[config.mk]
export PLATFORM = sky130hd
export DESIGN_NAME = fifoOffsetProg
export DESIGN_NICKNAME = d
export VERILOG_FILES = /design/src/rtl/fifoOffsetProgPkg.sv /design/src/rtl/fifoOffsetCtrl.sv /design/src/rtl/fifoOffsetRegs.sv /design/src/rtl/fifoOffsetProg.sv
export SDC_FILE = /design/constraint.sdc
export NUM_CORES = 1
export LEC_CHECK = 0
export BUFFER_PORTS_ARGS = -buffer_cell sky130_fd_sc_hd__buf_4
export CORE_MARGIN = 4
export CORE_UTILIZATION = 30
export DETAILED_ROUTE_END_ITERATION = 10
export PLACE_DENSITY = 0.58
export SLEW_MARGIN = 5
export SYNTH_ARGS = -nofsm -noshare
export SYNTH_HDL_FRONTEND = slang
export SYNTH_HIERARCHICAL = 1
export SYNTH_SLANG_ARGS = --single-unit
[constraint.sdc]
create_clock -name clk -period 2.05 [get_ports clk]
set_clock_uncertainty 0.2 [all_clocks]
set_input_delay 0.1025 -clock clk [delete_from_list [all_inputs] [get_ports clk]]
set_output_delay 0.1025 -clock clk [all_outputs]
set_load 0.005 [all_outputs]
[src/rtl/fifoOffsetProgPkg.sv]
package fifoOffsetProgPkg;

  typedef enum logic [1:0] {
    MODE_PARALLEL  = 2'b00,
    MODE_PRESET_LO = 2'b01,
    MODE_PRESET_HI = 2'b10,
    MODE_SERIAL    = 2'b11
  } loadMode_t;

  typedef enum logic [2:0] {
    ST_RESET,
    ST_SETTLE,
    ST_LOAD_Y,
    ST_LOAD_X,
    ST_SHIFT,
    ST_SHIFT_END,
    ST_DONE
  } progState_t;

  typedef struct packed {
    logic loadPreset;
    logic presetHi;
    logic shiftEn;
    logic loadY;
    logic loadX;
  } ofsStrobes_t;

endpackage

[src/rtl/fifoOffsetCtrl.sv]
module fifoOffsetCtrl
  import fifoOffsetProgPkg::*;
#(
  parameter int SER_BITS = 18
) (
  input  logic        clk,
  input  logic        rstN,
  input  logic        cfgSelHi,
  input  logic        cfgSelLo,
  input  logic        wrEn,
  output ofsStrobes_t strobes,
  output logic        inReady,
  output logic        progDone
);

  localparam int CNT_W = $clog2(SER_BITS + 1);
  localparam logic [CNT_W-1:0] LAST_BIT = CNT_W'(SER_BITS - 1);

  loadMode_t        mode;
  progState_t       state, nextState;
  logic [CNT_W-1:0] bitCnt;

  // mode is sampled on every edge that sees reset low; the last one wins
  always_ff @(posedge clk) begin
    if (!rstN) begin
      state  <= ST_RESET;
      mode   <= loadMode_t'({cfgSelHi, cfgSelLo});
      bitCnt <= '0;
    end else begin
      state <= nextState;
      if (strobes.shiftEn) bitCnt <= bitCnt + CNT_W'(1);
    end
  end

  always_comb begin
    nextState = state;
    strobes   = '0;
    unique case (state)
      ST_RESET: begin
        if (mode == MODE_SERIAL) begin
          nextState = ST_SHIFT;
        end else begin
          nextState = ST_SETTLE;
          if (mode != MODE_PARALLEL) begin
            strobes.loadPreset = 1'b1;
            strobes.presetHi   = (mode == MODE_PRESET_HI);
          end
        end
      end
      ST_SETTLE: nextState = (mode == MODE_PARALLEL) ? ST_LOAD_Y : ST_DONE;
      ST_LOAD_Y: begin
        if (wrEn) begin
          strobes.loadY = 1'b1;
          nextState     = ST_LOAD_X;
        end
      end
      ST_LOAD_X: begin
        if (wrEn) begin
          strobes.loadX = 1'b1;
          nextState     = ST_DONE;
        end
      end
      ST_SHIFT: begin
        if (!cfgSelHi) begin
          strobes.shiftEn = 1'b1;
          if (bitCnt == LAST_BIT) nextState = ST_SHIFT_END;
        end
      end
      ST_SHIFT_END: nextState = ST_DONE;
      ST_DONE:      nextState = ST_DONE;
      default:      nextState = ST_RESET;
    endcase
  end

  assign inReady  = (state == ST_LOAD_Y) || (state == ST_LOAD_X) || (state == ST_DONE);
  assign progDone = (state == ST_DONE);

endmodule

[src/rtl/fifoOffsetRegs.sv]
module fifoOffsetRegs
  import fifoOffsetProgPkg::*;
#(
  parameter int OFF_W     = 9,
  parameter int PRESET_LO = 8,
  parameter int PRESET_HI = 64
) (
  input  logic             clk,
  input  logic             rstN,
  input  ofsStrobes_t      strobes,
  input  logic             serBit,
  input  logic [OFF_W-1:0] wrLow,
  output logic [OFF_W-1:0] xOffset,
  output logic [OFF_W-1:0] yOffset
);

  logic [OFF_W-1:0] xReg, yReg;
  logic [OFF_W-1:0] presetVal;

  assign presetVal = strobes.presetHi ? OFF_W'(PRESET_HI) : OFF_W'(PRESET_LO);

  // serial load shifts through {y, x} so the first bit ends as y's MSB
  always_ff @(posedge clk) begin
    if (!rstN) begin
      xReg <= '0;
      yReg <= '0;
    end else if (strobes.loadPreset) begin
      xReg <= presetVal;
      yReg <= presetVal;
    end else if (strobes.shiftEn) begin
      {yReg, xReg} <= {yReg[OFF_W-2:0], xReg, serBit};
    end else begin
      if (strobes.loadY) yReg <= wrLow;
      if (strobes.loadX) xReg <= wrLow;
    end
  end

  assign xOffset = xReg;
  assign yOffset = yReg;

endmodule

[src/rtl/fifoOffsetProg.sv]
module fifoOffsetProg
  import fifoOffsetProgPkg::*;
#(
  parameter int DEPTH     = 512,
  parameter int PRESET_LO = 8,
  parameter int PRESET_HI = 64,
  localparam int OFF_W    = $clog2(DEPTH)
) (
  input  logic             clk,
  input  logic             rstN,
  input  logic             cfgSelHi,
  input  logic             cfgSelLo,
  input  logic             wrEn,
  input  logic [OFF_W-1:0] wrLow,
  output logic             inReady,
  output logic             memWrite,
  output logic             progDone,
  output logic [OFF_W-1:0] xOffset,
  output logic [OFF_W-1:0] yOffset
);

  localparam int SER_BITS = 2 * OFF_W;

  ofsStrobes_t strobes;

  fifoOffsetCtrl #(.SER_BITS(SER_BITS)) u_ctrl (
    .clk      (clk),
    .rstN     (rstN),
    .cfgSelHi (cfgSelHi),
    .cfgSelLo (cfgSelLo),
    .wrEn     (wrEn),
    .strobes  (strobes),
    .inReady  (inReady),
    .progDone (progDone)
  );

  fifoOffsetRegs #(
    .OFF_W     (OFF_W),
    .PRESET_LO (PRESET_LO),
    .PRESET_HI (PRESET_HI)
  ) u_regs (
    .clk     (clk),
    .rstN    (rstN),
    .strobes (strobes),
    .serBit  (cfgSelLo),
    .wrLow   (wrLow),
    .xOffset (xOffset),
    .yOffset (yOffset)
  );

  assign memWrite = wrEn && progDone;

endmodule

==> metrics.md, run 1 <==
| Metric | Value |
|---|---|
| Clock slew at reported path FFs | `0.09 ns` |
| F_max | `517.1 MHz` |
| Synth Area in XOR/XNOR | `0.01186` |
| Initial antenna violation count | `0` |
| Via density | `4.613` |
| Asr flop ratio synth | `0` |
| Reg2reg end | `u_regs/yOffset[6]` |
| Worst EP arrival | `1.89 ns` |
| # port buffers | `34` |
| Total die area | `6107 um2` |
| Antenna viol nets, final | `0` |
| Chip Width | `78.15 um` |
| Cell taking the most area after synthesis | `dfxtp_1` |
| Maxcap violations | `0` |
| Synth top area cells | `dfxtp_1, mux2i_1, mux2_2` |
| Unique masters post-synth | `38` |
| Fin crit period | `1.934 ns` |
| # diodes | `0` |
| #FFs+latches synth | `28` |
| Total track usage | `0.1088` |
| Drt wl/cell | `12.29 um` |
| Synth Flop Type | `dfxtp_1` |
| First-pass GRT wire length | `5430 um` |
| Crit Path Class | `in2reg` |
| CP Max Fanout | `3` |
| Reg2Reg Depth | `5` |
| Post-Synth Simple-Gate Area | `0.1593` |
| Status | `finished clean` |
| CTS Buf Count | `3` |
| Drt pass-1 iters | `4` |
| Rel. slew slack | `0.7925` |
| DP HPWL | `2358 um` |
| Register area | `581.8 um2` |
| Die height | `78.15 um` |
| Worst skew pair latency | `0.27 ns` |
| Least-Margin Pin Slew | `0.3073 ns` |
| Most frequent cells after synthesis | `dfxtp_1, nor2_1, mux2i_1` |
| Peak supply drop | `414.4 uV` |
| Sum Neg Setup Slack | `0 ns` |
| Cell area after synthesis | `1476 um2` |
| Final Hold Fails | `0` |
| Worst R2R Start | `u_ctrl/state[0]` |
| Fillers | `510` |
| Net count, final | `210` |
| Initial DRC count | `54` |
| Setup violators final | `0` |
| Effective utilization at floorplan | `0.3105` |
| Share of the synthesized area in the top cell type | `0.3525` |
| Top-Level Pins | `35` |
| Endpoint class of the critical path | `flop` |
| Most common cell in the synthesized netlist | `dfxtp_1` |
| EDFF count, synth | `2` |
| Post-Route WL | `3146 um` |
| Adder-cell share of the synthesized area | `0.04237` |
| Power density cells | `876.6 nW/um2` |
| Fin Hold WS | `0.005537 ns` |
| Overall power | `1661 uW` |
| Startpoint Class | `input port` |
| Root buf cell | `clkbuf_8` |
| Row count | `25` |
| CTS tree | `done` |
| Core Area | `4755 um2` |
| Clock Path Buffers | `2` |
| CTS sink cnt | `28` |
| Final setup margin | `0.1163 ns` |
| Leak pwr | `0.0008108 uW` |
| P&R area growth vs syn | `28.31%` |
| Hold wc startpoint | `wrLow[4]` |
| Gpl congestion | `0.6915` |
| Synth Area in Compound Gates | `0.1110` |
| Htree depth | `1` |
| Setup bufs post-CTS | `0` |
| Sequential fraction of the synthesis area | `0.3932` |
| Unrepaired setup endpoints after global routing | `false` |
| Syn. warnings | `6` |
| Required @ worst endpoint | `2.01 ns` |
| Via count | `1,181` |
| Post-synthesis mux area share | `0.2153` |
| Largest family of logic cells by synthesized area | `multiplexers` |
| Syn avg cell area | `9.843 um2` |
| R2R setup slack | `0.15 ns` |
| Share of cells above drive strength 1 | `0.3386` |
| Post-Syn Instances | `150` |
| Hold path cells | `4` |
| Multi-input logic area | `797.0 um2` |
| Vias in the first global route | `1,099` |
| Final Slew Violations | `0` |
| Gr ovfl total | `0` |
| Largest net degree at the start of global routing | `21` |
| Hold/Removal Path Class | `in2reg` |
| Hold EP | `u_regs/yOffset[4]` |
| Crit share post-route | `0.9433` |
| Dpl ws | `0.1991 ns` |
| Synthesized Nets | `169` |
| DRC | `0` |
==> cell type report <==
| class | instances | share of cell area |
|---|---|---|
| inverter | 8 | 0.01585 |
| timing repair buffer | 45 | 0.1902 |
| clock buffer | 3 | 0.02180 |
| tap | 67 | 0.04425 |
| multi-input combinational | 105 | 0.4207 |
| sequential | 28 | 0.3071 |
==> what timing repair did <==
action	in CTS	in global routing
endpoints found under the hold margin	8	0
endpoints found under the setup margin	0	1
resized for setup	0	1
hold buffers	4	0
==> sequential cells by signal, indices dropped and copies added (netlist names) <==
name,count
u_ctrl/mode,2
u_ctrl/state,3
u_ctrl/bitCnt,5
u_regs/yOffset,9
u_regs/xOffset,9
==> how the worst max path moves through the flow <==
stage                                   end  cells past startpoint  slack, ns            start
after global routing      u_regs/yOffset[6]                      7       0.07         cfgSelHi
after detailed placement  u_regs/xOffset[3]                      5       0.20  u_ctrl/state[0]
final                     u_regs/yOffset[6]                      7       0.12         cfgSelHi
after CTS                 u_regs/yOffset[6]                      7       0.14         cfgSelHi
after global placement    u_regs/yOffset[3]                      5       0.18  u_ctrl/state[0]
after floorplan           u_regs/xOffset[4]                      6       0.20  u_ctrl/state[0]
==> layer usage <==
metal | global-route usage | vias to the layer above | share of wire
li1 | - | 607 | -
met1 | 0.1554 | 544 | 0.49
met2 | 0.1670 | 28 | 0.46
met3 | 0.02638 | 2 | 0.039
met4 | 0.02098 | 0 | 0.0095
met5 | 0 | - | 0
==> logic make-up after synthesis <==
logic type,count (synthesis)
adders and majority gates,5
muxes,30
AOI/OAI and AO/OA,24
xor gates and xnor gates,2
DFF,28
buffers and inverters,17
and+or+nand+nor,44
==> worst max-delay path: stages <==
cell,delay [ns]
dlygate4sd3_1,0.54
buf_4,0.14
or4b_4,0.50
inv_2,0.12
nor2b_1,0.06
a221oi_1,0.30
o2bb2ai_1,0.12
==> stage by stage <==
| stage | util | instances | area (um2) |
|---|---|---|---|
| finish | 0.3984 | 256 | 1894 |
| global route | 0.3984 | 256 | 1894 |
| CTS | 0.3982 | 256 | 1893 |
| detailed placement | 0.3811 | 249 | 1812 |
| global placement | 0.3811 | 249 | 1812 |
| floorplan | - | 150 | 1476 |
==> power breakdown <==
group,internal [uW],switching [uW]
Sequential,639,104
Clock,132,158
Combinational,342,285
==> placed cells by master, fill, tap and decap left out, types with 2 or more instances in the layout <==
cell	count
buf_4	40
dfxtp_1	25
nor2_1	18
mux2i_1	16
mux2_2	14
inv_1	7
o21ai_0	6
nand2_1	5
ha_1	5
dlygate4sd3_1	4
nand2b_1	4
and2_1	3
clkbuf_8	3
nor2b_1	3
a21oi_1	3
a21boi_0	2
a31oi_1	2
nand4_1	2
xnor2_1	2
edfxtp_1	2
nor3_2	2
a221oi_1	2
o2bb2ai_1	2
a22o_1	2
Note: power is estimated with default switching activity, not from simulation.
==> inputs of run 2 (changes only) <==
==> constraint.sdc (replaced) <==
create_clock -name clk -period 2.28 [get_ports clk]
set_clock_uncertainty 0.2 [all_clocks]
set_input_delay 0.114 -clock clk [delete_from_list [all_inputs] [get_ports clk]]
set_output_delay 0.114 -clock clk [all_outputs]
set_load 0.005 [all_outputs]
==> run 2 against run 1 <==
Net effect: cell count is 0.39% lower; core utilization is 0.053 points lower; hold slack improved by 0.0077 ns; register-to-register slack improved by 0.09 ns; count of clock-buffer cells in the layout increased by 1; critical endpoint is now u_regs/xOffset[6]; first-iteration DRC count rose by 1.9%; die area unchanged; power is 8.7% lower; critical path type is now reg2reg; sequential cell count unchanged; highest routed layer unchanged; non-clock buffer count decreased by 2; critical path depth is 2 lower; routed wire length grew 1.3%.
==> metrics.md, run 2 (synthesized netlist as in run 1, its figures left out) <==
| Metric | Value |
|---|---|
| Status | `finished clean` |
| Highest routed layer | `met4` |
| Clock power frac | `0.203` |
| CTS Buf Count | `3` |
| Htree depth | `1` |
| Row count | `25` |
| Reg2Reg Depth | `5` |
| Wl on met1 | `1551 um` |
| Total track usage | `0.1086` |
| Gr ovfl total | `0` |
| Effective utilization at floorplan | `0.3105` |
| Slowest CP cell | `or4b_4` |
| DRC | `0` |
| Clock slew at reported path FFs | `0.10 ns` |
| Combinational Power Share | `0.355` |
| Top-Level Pins | `35` |
| Least-Margin Pin Slew | `0.3468 ns` |
| Crit Path Class | `reg2reg` |
| Initial antenna violation count | `0` |
| Final setup margin | `0.2364 ns` |
| R2R setup slack | `0.24 ns` |
| Commonest non-fill, non-tap cells in the layout | `buf_4, dfxtp_1, nor2_1` |
| Switch share | `0.3264` |
| Clock Path Buffers | `2` |
| Share of cells above drive strength 1 | `0.3298` |
| Chip Width | `78.15 um` |
| Rel. slew slack | `0.7688` |
| Via density | `4.616` |
| Dpl ws | `0.2705 ns` |
| # diodes | `0` |
| Multi-input logic area | `797.0 um2` |
| Hold path cells | `4` |
| Met2 wire len | `1477 um` |
| Critical-path cell list | `or4b_4, inv_2, nor2b_1, a221oi_1, o2bb2ai_1` |
| Worst skew pair latency | `0.28 ns` |
| F_max | `489.3 MHz` |
| Final Slew Violations | `0` |
| Worst EP arrival | `2.01 ns` |
| CTS sink cnt | `28` |
| Net count, final | `208` |
| Largest net degree at the start of global routing | `17` |
| Peak supply drop | `332.3 uV` |
| CP Max Fanout | `11` |
| Total die area | `6107 um2` |
| Wire length on met3 | `123 um` |
| Setup violators final | `0` |
| CTS tree | `done` |
| Core Area | `4755 um2` |
| Fin crit period | `2.044 ns` |
| Crit share post-route | `0.8963` |
| Drt pass-1 iters | `4` |
| Gpl congestion | `0.7670` |
| Stages on worst setup path | `5` |
| Fillers | `510` |
| Antenna viol nets, final | `0` |
| Power density cells | `801.7 nW/um2` |
| Drt wl/cell | `12.50 um` |
| Vias in the first global route | `1,119` |
| WP buf/inv | `1` |
| Max incr delay on CP | `0.52 ns` |
| Sequential share of power | `0.442` |
| Leak pwr | `0.0008079 uW` |
| Unrepaired setup endpoints after global routing | `false` |
| Register area | `580.6 um2` |
| Final Hold Fails | `0` |
| Hold/Removal Path Class | `in2reg` |
| Die height | `78.15 um` |
| # port buffers | `34` |
| Endpoint class of the critical path | `flop` |
| Top delay family on crit path | `simple AND/OR/NAND/NOR gates` |
| Commonest non-fill, non-tap cell in the layout | `buf_4` |
| Required @ worst endpoint | `2.25 ns` |
| Post-Route WL | `3188 um` |
| First-pass GRT wire length | `5388 um` |
| Sum Neg Setup Slack | `0 ns` |
| Root buf cell | `clkbuf_8` |
| P&R area growth vs syn | `28.14%` |
| Startpoint Class | `flop` |
| Maxcap violations | `0` |
| DP HPWL | `2384 um` |
| Psw | `495.0 uW` |
| Internal power | `1022 uW` |
| Via count | `1,177` |
| Initial DRC count | `55` |
[run 2: changes by cell type in the layout (fill, tap and decap cells not counted), sizes merged]
cell and delta:
buf -2, clkbuf +1
[run 2: worst paths after layout]
kind                     from           endpoint
min reg2reg  u_ctrl/bitCnt[4]   u_ctrl/bitCnt[4]
min                  wrLow[1]  u_regs/yOffset[1]
max           u_ctrl/state[2]  u_regs/xOffset[6]
max reg2reg   u_ctrl/state[2]  u_regs/xOffset[6]
[run 2: worst reg2reg max path, delay by kind of cell, from the launching register on]
kind,cells,cell delay (ns)
buf+inv,1,0.20
compound gates,2,0.41
simple gates,2,0.62
flops,1,0.51
[run 2: repair_timing]
item	in CTS	in global routing
endpoints found under the hold margin	9	0
hold buffers	4	0
setup buffers	0	0
gates resized for setup	0	0
[run 2: power groups by stage]
stage          Clock [uW]  Sequential (uW)  Combinational [uW]
6_report              307              671                 538
4_1_cts               324              671                 545
5_1_grt               342              690                 599
3_3_place_gp            0              685                 532
2_1_floorplan           0              633                 412
3_5_place_dp            0              683                 534
[run 2: area by class of cell]
type,count,share of cell area
Multi-Input combinational cell,105,0.4213
Clock buffer,4,0.02910
Tap cell,67,0.04431
Timing Repair Buffer,43,0.1825
Sequential cell,28,0.3069
Inverter,8,0.01587
[run 2: stage by stage]
step | instance area (um2) | instances | hold WS [ns] | power (uW) | utilization
final | 1892 | 255 | 0.01321 | 1517 | 0.3979
after global routing | 1892 | 255 | 0.02182 | 1631 | 0.3979
after CTS | 1892 | 255 | 0.005186 | 1541 | 0.3979
after detailed placement | 1797 | 247 | 0.1101 | 1217 | 0.3779
after floorplan | 1476 | 150 | 0.01287 | 1045 | -
after global placement | 1797 | 247 | 0.1119 | 1218 | 0.3779
[run 2: per-layer routing]
metal | track usage | vias to the layer above
li1 | - | 599
met1 | 0.1502 | 552
met2 | 0.1695 | 22
met4 | 0.03147 | 0
met3 | 0.02294 | 4
met5 | 0 | -
